--- src/rtl/cpf_pkg.sv ---
package cpf_pkg;

  // Pin positions on the input vector
  localparam int PIN_EXT   = 0;
  localparam int PIN_SMI   = 1;
  localparam int PIN_MCHK  = 2;
  localparam int PIN_CSTOP = 3;
  localparam int PIN_HRST  = 4;
  localparam int PIN_SRST  = 5;
  localparam int PIN_TBEN  = 6;
  localparam int PIN_COUNT = 7;

  // Pending vector positions
  localparam int PND_EXT  = 0;
  localparam int PND_SMI  = 1;
  localparam int PND_MCHK = 2;
  localparam int PND_SRST = 3;
  localparam int PND_W    = 4;

  // Level-driven pending updates handed to the pending register
  typedef struct packed {
    logic ext_chg;
    logic ext_lvl;
    logic smi_chg;
    logic smi_lvl;
    logic srst_chg;
    logic srst_lvl;
    logic mchk_fall;
  } pend_evt_t;

  // Inactive level of each pin: active-low pins rest high
  function automatic logic [31:0] idle_mask();
    logic [31:0] m;
    m = '0;
    m[PIN_MCHK]  = 1'b1;
    m[PIN_CSTOP] = 1'b1;
    m[PIN_HRST]  = 1'b1;
    return m;
  endfunction

  // A change to low seen on a pin
  function automatic logic went_low(logic changed, logic new_lvl);
    return changed & ~new_lvl;
  endfunction

endpackage

--- src/rtl/cpf_sync.sv ---
module cpf_sync #(
  parameter int W = 7,
  parameter logic [W-1:0] IDLE = '0
) (
  input  logic         clk_i,
  input  logic         rst_ni,
  input  logic [W-1:0] d_i,
  output logic [W-1:0] q_o
);
  logic [W-1:0] st1_q, st2_q;

  for (genvar gi = 0; gi < W; gi++) begin : g_bit
    always_ff @(posedge clk_i or negedge rst_ni) begin
      if (!rst_ni) begin
        st1_q[gi] <= IDLE[gi];
        st2_q[gi] <= IDLE[gi];
      end else begin
        st1_q[gi] <= d_i[gi];
        st2_q[gi] <= st1_q[gi];
      end
    end
  end

  assign q_o = st2_q;
endmodule

--- src/rtl/cpf_detect.sv ---
module cpf_detect
  import cpf_pkg::*;
#(
  parameter int W = PIN_COUNT,
  parameter logic [W-1:0] IDLE = '0
) (
  input  logic       clk_i,
  input  logic       rst_ni,
  input  logic [W-1:0] lvl_s_i,
  output pend_evt_t  pevt_o,
  output logic       cstop_enter_o,
  output logic       hrst_enter_o,
  output logic       tb_run_o
);
  logic [W-1:0] lvl_q;
  logic [W-1:0] chg;

  for (genvar gi = 0; gi < W; gi++) begin : g_pin
    assign chg[gi] = lvl_s_i[gi] ^ lvl_q[gi];
    always_ff @(posedge clk_i or negedge rst_ni) begin
      if (!rst_ni)        lvl_q[gi] <= IDLE[gi];
      else if (chg[gi])   lvl_q[gi] <= lvl_s_i[gi];
    end
  end

  always_comb begin
    pevt_o.ext_chg   = chg[PIN_EXT];
    pevt_o.ext_lvl   = lvl_s_i[PIN_EXT];
    pevt_o.smi_chg   = chg[PIN_SMI];
    pevt_o.smi_lvl   = lvl_s_i[PIN_SMI];
    pevt_o.srst_chg  = chg[PIN_SRST];
    pevt_o.srst_lvl  = lvl_s_i[PIN_SRST];
    pevt_o.mchk_fall = went_low(chg[PIN_MCHK], lvl_s_i[PIN_MCHK]);
  end

  assign cstop_enter_o = went_low(chg[PIN_CSTOP], lvl_s_i[PIN_CSTOP]);
  assign hrst_enter_o  = went_low(chg[PIN_HRST],  lvl_s_i[PIN_HRST]);
  assign tb_run_o      = lvl_q[PIN_TBEN];


  stored_moves_on_change_chk: assert property (@(posedge clk_i) disable iff (!rst_ni)
    !$stable(lvl_q) |-> $past(|chg));
endmodule

--- src/rtl/cpf_pend.sv ---
module cpf_pend
  import cpf_pkg::*;
(
  input  logic             clk_i,
  input  logic             rst_ni,
  input  pend_evt_t        pevt_i,
  input  logic             mchk_ack_i,
  output logic [PND_W-1:0] pend_o
);
  logic [PND_W-1:0] pend_q;

  always_ff @(posedge clk_i or negedge rst_ni) begin
    if (!rst_ni) begin
      pend_q <= '0;
    end else begin
      if (pevt_i.ext_chg)  pend_q[PND_EXT]  <= pevt_i.ext_lvl;
      if (pevt_i.smi_chg)  pend_q[PND_SMI]  <= pevt_i.smi_lvl;
      if (pevt_i.srst_chg) pend_q[PND_SRST] <= pevt_i.srst_lvl;
      if (pevt_i.mchk_fall)  pend_q[PND_MCHK] <= 1'b1;
      else if (mchk_ack_i)   pend_q[PND_MCHK] <= 1'b0;
    end
  end

  assign pend_o = pend_q;


  mchk_set_chk: assert property (@(posedge clk_i) disable iff (!rst_ni)
    pevt_i.mchk_fall |=> pend_q[PND_MCHK]);


  mchk_rise_cause_chk: assert property (@(posedge clk_i) disable iff (!rst_ni)
    $rose(pend_q[PND_MCHK]) |-> $past(pevt_i.mchk_fall));
endmodule

--- src/rtl/cpf_top.sv ---
module cpf_top
  import cpf_pkg::*;
(
  input  logic                 clk_i,
  input  logic                 rst_ni,
  input  logic [PIN_COUNT-1:0] pins_i,
  input  logic                 mchk_ack_i,
  output logic [PND_W-1:0]     pend_o,
  output logic                 irq_o,
  output logic                 halt_o,
  output logic                 core_rst_o,
  output logic                 tb_run_o
);
  localparam logic [PIN_COUNT-1:0] IDLE = PIN_COUNT'(idle_mask());

  logic [PIN_COUNT-1:0] lvl_s;
  pend_evt_t            pevt;
  logic                 cstop_enter, hrst_enter;
  logic                 halt_q, rst_q;

  cpf_sync #(.W(PIN_COUNT), .IDLE(IDLE)) u_sync (
    .clk_i(clk_i), .rst_ni(rst_ni), .d_i(pins_i), .q_o(lvl_s)
  );

  cpf_detect #(.W(PIN_COUNT), .IDLE(IDLE)) u_detect (
    .clk_i(clk_i), .rst_ni(rst_ni), .lvl_s_i(lvl_s),
    .pevt_o(pevt), .cstop_enter_o(cstop_enter),
    .hrst_enter_o(hrst_enter), .tb_run_o(tb_run_o)
  );

  cpf_pend u_pend (
    .clk_i(clk_i), .rst_ni(rst_ni), .pevt_i(pevt),
    .mchk_ack_i(mchk_ack_i), .pend_o(pend_o)
  );

  always_ff @(posedge clk_i or negedge rst_ni) begin
    if (!rst_ni) begin
      halt_q <= 1'b0;
      rst_q  <= 1'b0;
    end else begin
      if (cstop_enter) halt_q <= 1'b1;
      rst_q <= hrst_enter;
    end
  end

  assign halt_o     = halt_q;
  assign core_rst_o = rst_q;
  assign irq_o      = |pend_o;


  halt_sticky_chk: assert property (@(posedge clk_i) disable iff (!rst_ni)
    halt_o |=> halt_o);


  rst_pulse_chk: assert property (@(posedge clk_i) disable iff (!rst_ni)
    core_rst_o |=> !core_rst_o);


  rst_cause_chk: assert property (@(posedge clk_i) disable iff (!rst_ni)
    core_rst_o |-> $past(hrst_enter));
endmodule

--- config.mk ---
export PLATFORM = sky130hd
export DESIGN_NAME = cpf_top
export DESIGN_NICKNAME = d
export VERILOG_FILES = /design/src/rtl/cpf_pkg.sv /design/src/rtl/cpf_sync.sv /design/src/rtl/cpf_detect.sv /design/src/rtl/cpf_pend.sv /design/src/rtl/cpf_top.sv
export SDC_FILE = /design/constraint.sdc
export NUM_CORES = 1
export LEC_CHECK = 0
export BUFFER_PORTS_ARGS = -buffer_cell sky130_fd_sc_hd__buf_2
export CAP_MARGIN = 20
export CORE_MARGIN = 3
export CORE_UTILIZATION = 52
export DETAILED_ROUTE_END_ITERATION = 10
export PLACE_DENSITY = 0.8
export SETUP_SLACK_MARGIN = 0.1
export SYNTH_ARGS = -nofsm -noshare
export SYNTH_HDL_FRONTEND = slang
export SYNTH_SLANG_ARGS = --single-unit
--- constraint.sdc ---
create_clock -name clk_i -period 3.6 [get_ports clk_i]
set_clock_uncertainty 0.15 [all_clocks]
set_input_delay 0.36 -clock clk_i [delete_from_list [all_inputs] [get_ports clk_i]]
set_output_delay 0.36 -clock clk_i [all_outputs]
set_load 0.01 [all_outputs]
==> Yosys cells after proc, flatten, opt, wreduce, memory -nomap -nowiden <==
Index checks and enable logic that the tools add are counted.
{ "word_totals": {"in_bits": 10, "regBits": 24, "out_inout_bits": 8, "wordCells": 41} }
{ "classes": {"bitwise_logic": 13, "n_reduce_logical": 2, "n_mux": 2} }
{ "op_table": {"columns": ["cell", "n"], "rows": [
  ["XOR 1 bit", 7],
  ["OR reduction 4 bit", 1],
  ["bitwise AND 1 bit", 3],
  ["inverter 1 bit", 3],
  ["two-way mux 1 bit", 2],
  ["nonzero test 2 bit", 1]
]} }

==> Logic depth before layout (Yosys ltp) <==
{ "depth": {"ltp_word": 3, "depth_mapped": 4, "depth_no_buf": 4} }

==> Modules after synthesis <==
A second synthesis with hierarchy kept.
{ "hier_totals": {"hier_cells": 56, "hier_area_um2": 937.1} }
{ "by_module_without_submodules": {"columns": ["mod", "cells_per_inst", "seq_area_each_um2", "instances", "area_per_inst_um2"], "rows": [
  ["cpf_detect", 29, 178.9, 1, 359.1],
  ["cpf_sync", 14, 357.8, 1, 357.8],
  ["cpf_pend", 9, 100.1, 1, 156.4],
  ["cpf_top", 4, 50.0, 1, 63.8]
]} }

==> Least setup slack after synthesis <==
OpenSTA, ideal clock, no wires.
{ "synth_timing": {"path_kind": "register to output", "startpoint": "register u_pend.pend_q[3], in the netlist u_pend.pend_o[3]", "endpoint": "output irq_o", "n_path_buf": 0, "t_arrival_ps": 919, "required_time_ps": 3090, "stages_incl_launch_ff": 2, "path_slack_ps": 2171, "cell_sequence": "dfrtp_1 or4_1"} }
{ "synth_between": {"elab_chain_len": 1} }
{ "synth_lines": {"columns": ["item", "line_no", "text"], "rows": [
  ["start: declaration", "cpf_pend.sv:10", "logic [PND_W-1:0] pend_q;"],
  ["start signal: indexed assignment", "cpf_pend.sv:16", "if (pevt_i.ext_chg) pend_q[PND_EXT] <= pevt_i.ext_lvl;"],
  ["start signal: indexed assignment", "cpf_pend.sv:17", "if (pevt_i.smi_chg) pend_q[PND_SMI] <= pevt_i.smi_lvl;"],
  ["start signal: indexed assignment", "cpf_pend.sv:18", "if (pevt_i.srst_chg) pend_q[PND_SRST] <= pevt_i.srst_lvl;"],
  ["OR reduction 4 bit", "cpf_top.sv:48", "assign irq_o = |pend_o;"],
  ["end: declaration", "cpf_top.sv:9", "output logic irq_o,"]
]} }
Every way passes these cells.

==> Worst setup path in the final report <==
Same ends and word-level chain as after synthesis.

==> reports/results.txt <==
Post-Syn Instances: 47
power density over the cells: 559 nW/µm²
P_leak: 0.448 nW
Least-Margin Pin Slew: 0.499 ns
GP Congestion: 0.614
# DRC: 0
Worst Path Arrival: 1.34 ns
clock power share: 0.220
Worst EP required: 3.09 ns
Clock Sinks: 24
Syn. warnings: 0
Final Hold Viols: 0
GRT overflow: 0
CTS max path bufs: 2
status: completed
total number of vias: 352
max-slew violations: 0
routed wire length: 888 µm
Placed Area: 816 µm²
Synth Area in Simple Gates: 0.0334
Final Cycle Share: 0.514
CTS tree: built
drt pass-1 iters: 1
area grow syn2layout: 23.0%
Slew HR: 0.668
pre-CTS WS: 2.10 ns
switch share: 0.231
# H-tree levels: 1
internal power: 0.000396 W
num ports: 18
crit path capture type: output pin
post-DP HPWL: 592 µm
Die Wd: 44.0 µm
CP Max Fanout: 2
GRT Overall Usage: 0.107
syn_area_per_cell: 15.9 µm²
1st-iter DRT viols: 0
layout cells sized above 1: 0.435
clock root buffer: clkbuf_4
most frequent cells in the layout: 17 x buf_2, 15 x dfrtp_1, 9 x dfstp_2
final instance area: 922 µm²
worst setup margin: 1.75 ns
largest family of logic cells by synthesized area: buffers and inverters
floorplan row count: 13
Initial Util: 0.562
Final nets: 83
DR WL/cell: 10.6 µm
largest net degree at the start of global routing: 25
sequential share of power: 0.646
compound-gate portion of the synthesized area: 0.0301
Core ar.: 1330 µm²
vias in the first global route: 341
Synth Area in Adders: 0.0501
Syn Nets: 60
initial antenna violation count: 0
Post-Syn Area: 749 µm²
post-synthesis sequential area ratio: 0.816
Die H: 44.0 µm
VDD IR-drop max: 0.340 mV
Comb pwr share: 0.134
first-pass GRT wire length: 1.44 mm
Routed Antenna Nets: 0
min Tclk post-route: 1.85 ns
vias per std cell: 4.19
Reg2Reg Setup Slack: 2.35 ns
Post-Synth XOR/XNOR Area: 0
WS Path Type: register to output pin
Final setup viols: 0
number of library cell types mapped by synthesis: 11
PortBufs: 17
crit start category: register
clock insertion delay at the later pin of the skew report: 0.31 ns
Synth Register Bits: 24
clock-pin slew on the worst setup and hold paths: 0.12 ns
max-cap violation count: 0
multiplexer share of the synthesized area: 0
CTS resizes: 0
f_max: 540 MHz
setup TNS: 0 ns
die area: 1930 µm²
HP Class: input pin to register
Net Switching: 0.000119 W
commonest non-fill, non-tap cell in the layout: buf_2
CTS Buf Count: 3
RSZ-0062 raised after global routing: false
ANT cells: 0
==> kinds of logic after synthesis <==
kind of cell    Yosys count
buf+inv                  11
fa+ha+maj                 3
flops                    24
compound gates            4
simple gates              5
==> per-stage QoR <==
step	hold slack, ns	utilization	total power, W	std cells
global route	0.186	0.691	0.000550	84
detailed placement	0.185	0.612	0.000403	72
CTS	0.000654	0.669	0.000521	81
finish	0.173	0.691	0.000515	84
floorplan	-0.0856	-	0.000377	47
global placement	0.185	0.612	0.000396	72
==> synthesized netlist by cell type (all sizes together) <==
master	count	area share
clkbuf	4	0.020
o21ai	3	0.020
inv	4	0.020
dfrtp	15	0.50
dfstp	9	0.32
a21o	1	0.010
or2	1	0.0084
ha	3	0.050
nand2	3	0.015
or4	1	0.010
buf	3	0.030
==> metal layers <==
| metal | routed length [µm] | part of all wire | up-vias | GRT usage |
|---|---|---|---|---|
| met5 | 0 | 0 | - | 0 |
| met4 | 22 | 0.025 | 0 | 0.0723 |
| met3 | 67 | 0.075 | 2 | 0.0249 |
| met2 | 402 | 0.45 | 16 | 0.163 |
| met1 | 395 | 0.44 | 151 | 0.136 |
| li1 | - | - | 183 | - |
==> cell type report <==
type                    count  area [µm²]
clock buffers               4        26.3
fillers                    96         412
inverters                   4        15.0
multi-input cells          12        85.1
flip-flops and latches     24         612
well taps                  15        18.8
repair buffers             25         165
==> path summary, 6_finish.rpt <==
check                                    end  cells after the start              from
setup / recovery                       irq_o                      2  u_pend.pend_o[3]
hold / removal              u_pend.pend_o[2]                      3        mchk_ack_i
setup reg to reg                      halt_o                      3     u_sync.q_o[3]
hold reg to reg                u_sync.q_o[0]                      0   u_sync.st1_q[0]
max in group asynchronous  u_detect.lvl_q[2]                      2            rst_ni
min in group asynchronous             halt_o                      2            rst_ni
==> state kept, by name, indices dropped and copies added, names as in the netlist <==
| signal | cells |
|---|---|
| u_sync.q_o | 7 |
| u_sync.st1_q | 7 |
| u_detect.lvl_q | 5 |
| u_pend.pend_o | 2 |
| core_rst_o | 1 |
| halt_o | 1 |
| u_detect.tb_run_o | 1 |
==> power groups by stage <==
stage               Combinational, W  Clock (W)  Sequential, W
floorplan                  0.0000377          0       0.000340
global placement           0.0000603          0       0.000336
detailed placement         0.0000642          0       0.000339
CTS                        0.0000683   0.000119       0.000333
global route               0.0000807   0.000130       0.000339
finish                     0.0000690   0.000113       0.000333
==> worst max-delay path, stage by stage, from the launching register on <==
cell,delay [ns]
dfrtp_1,0.39
or4_1,0.50
buf_2,0.15
==> what timing repair did <==
item / 4_1_cts / 5_1_grt
hold endpoints to repair: 19 / 3
buffers inserted: 0 / 0
hold buffers: 5 / 3
Power figures use the tool's default switching activity.
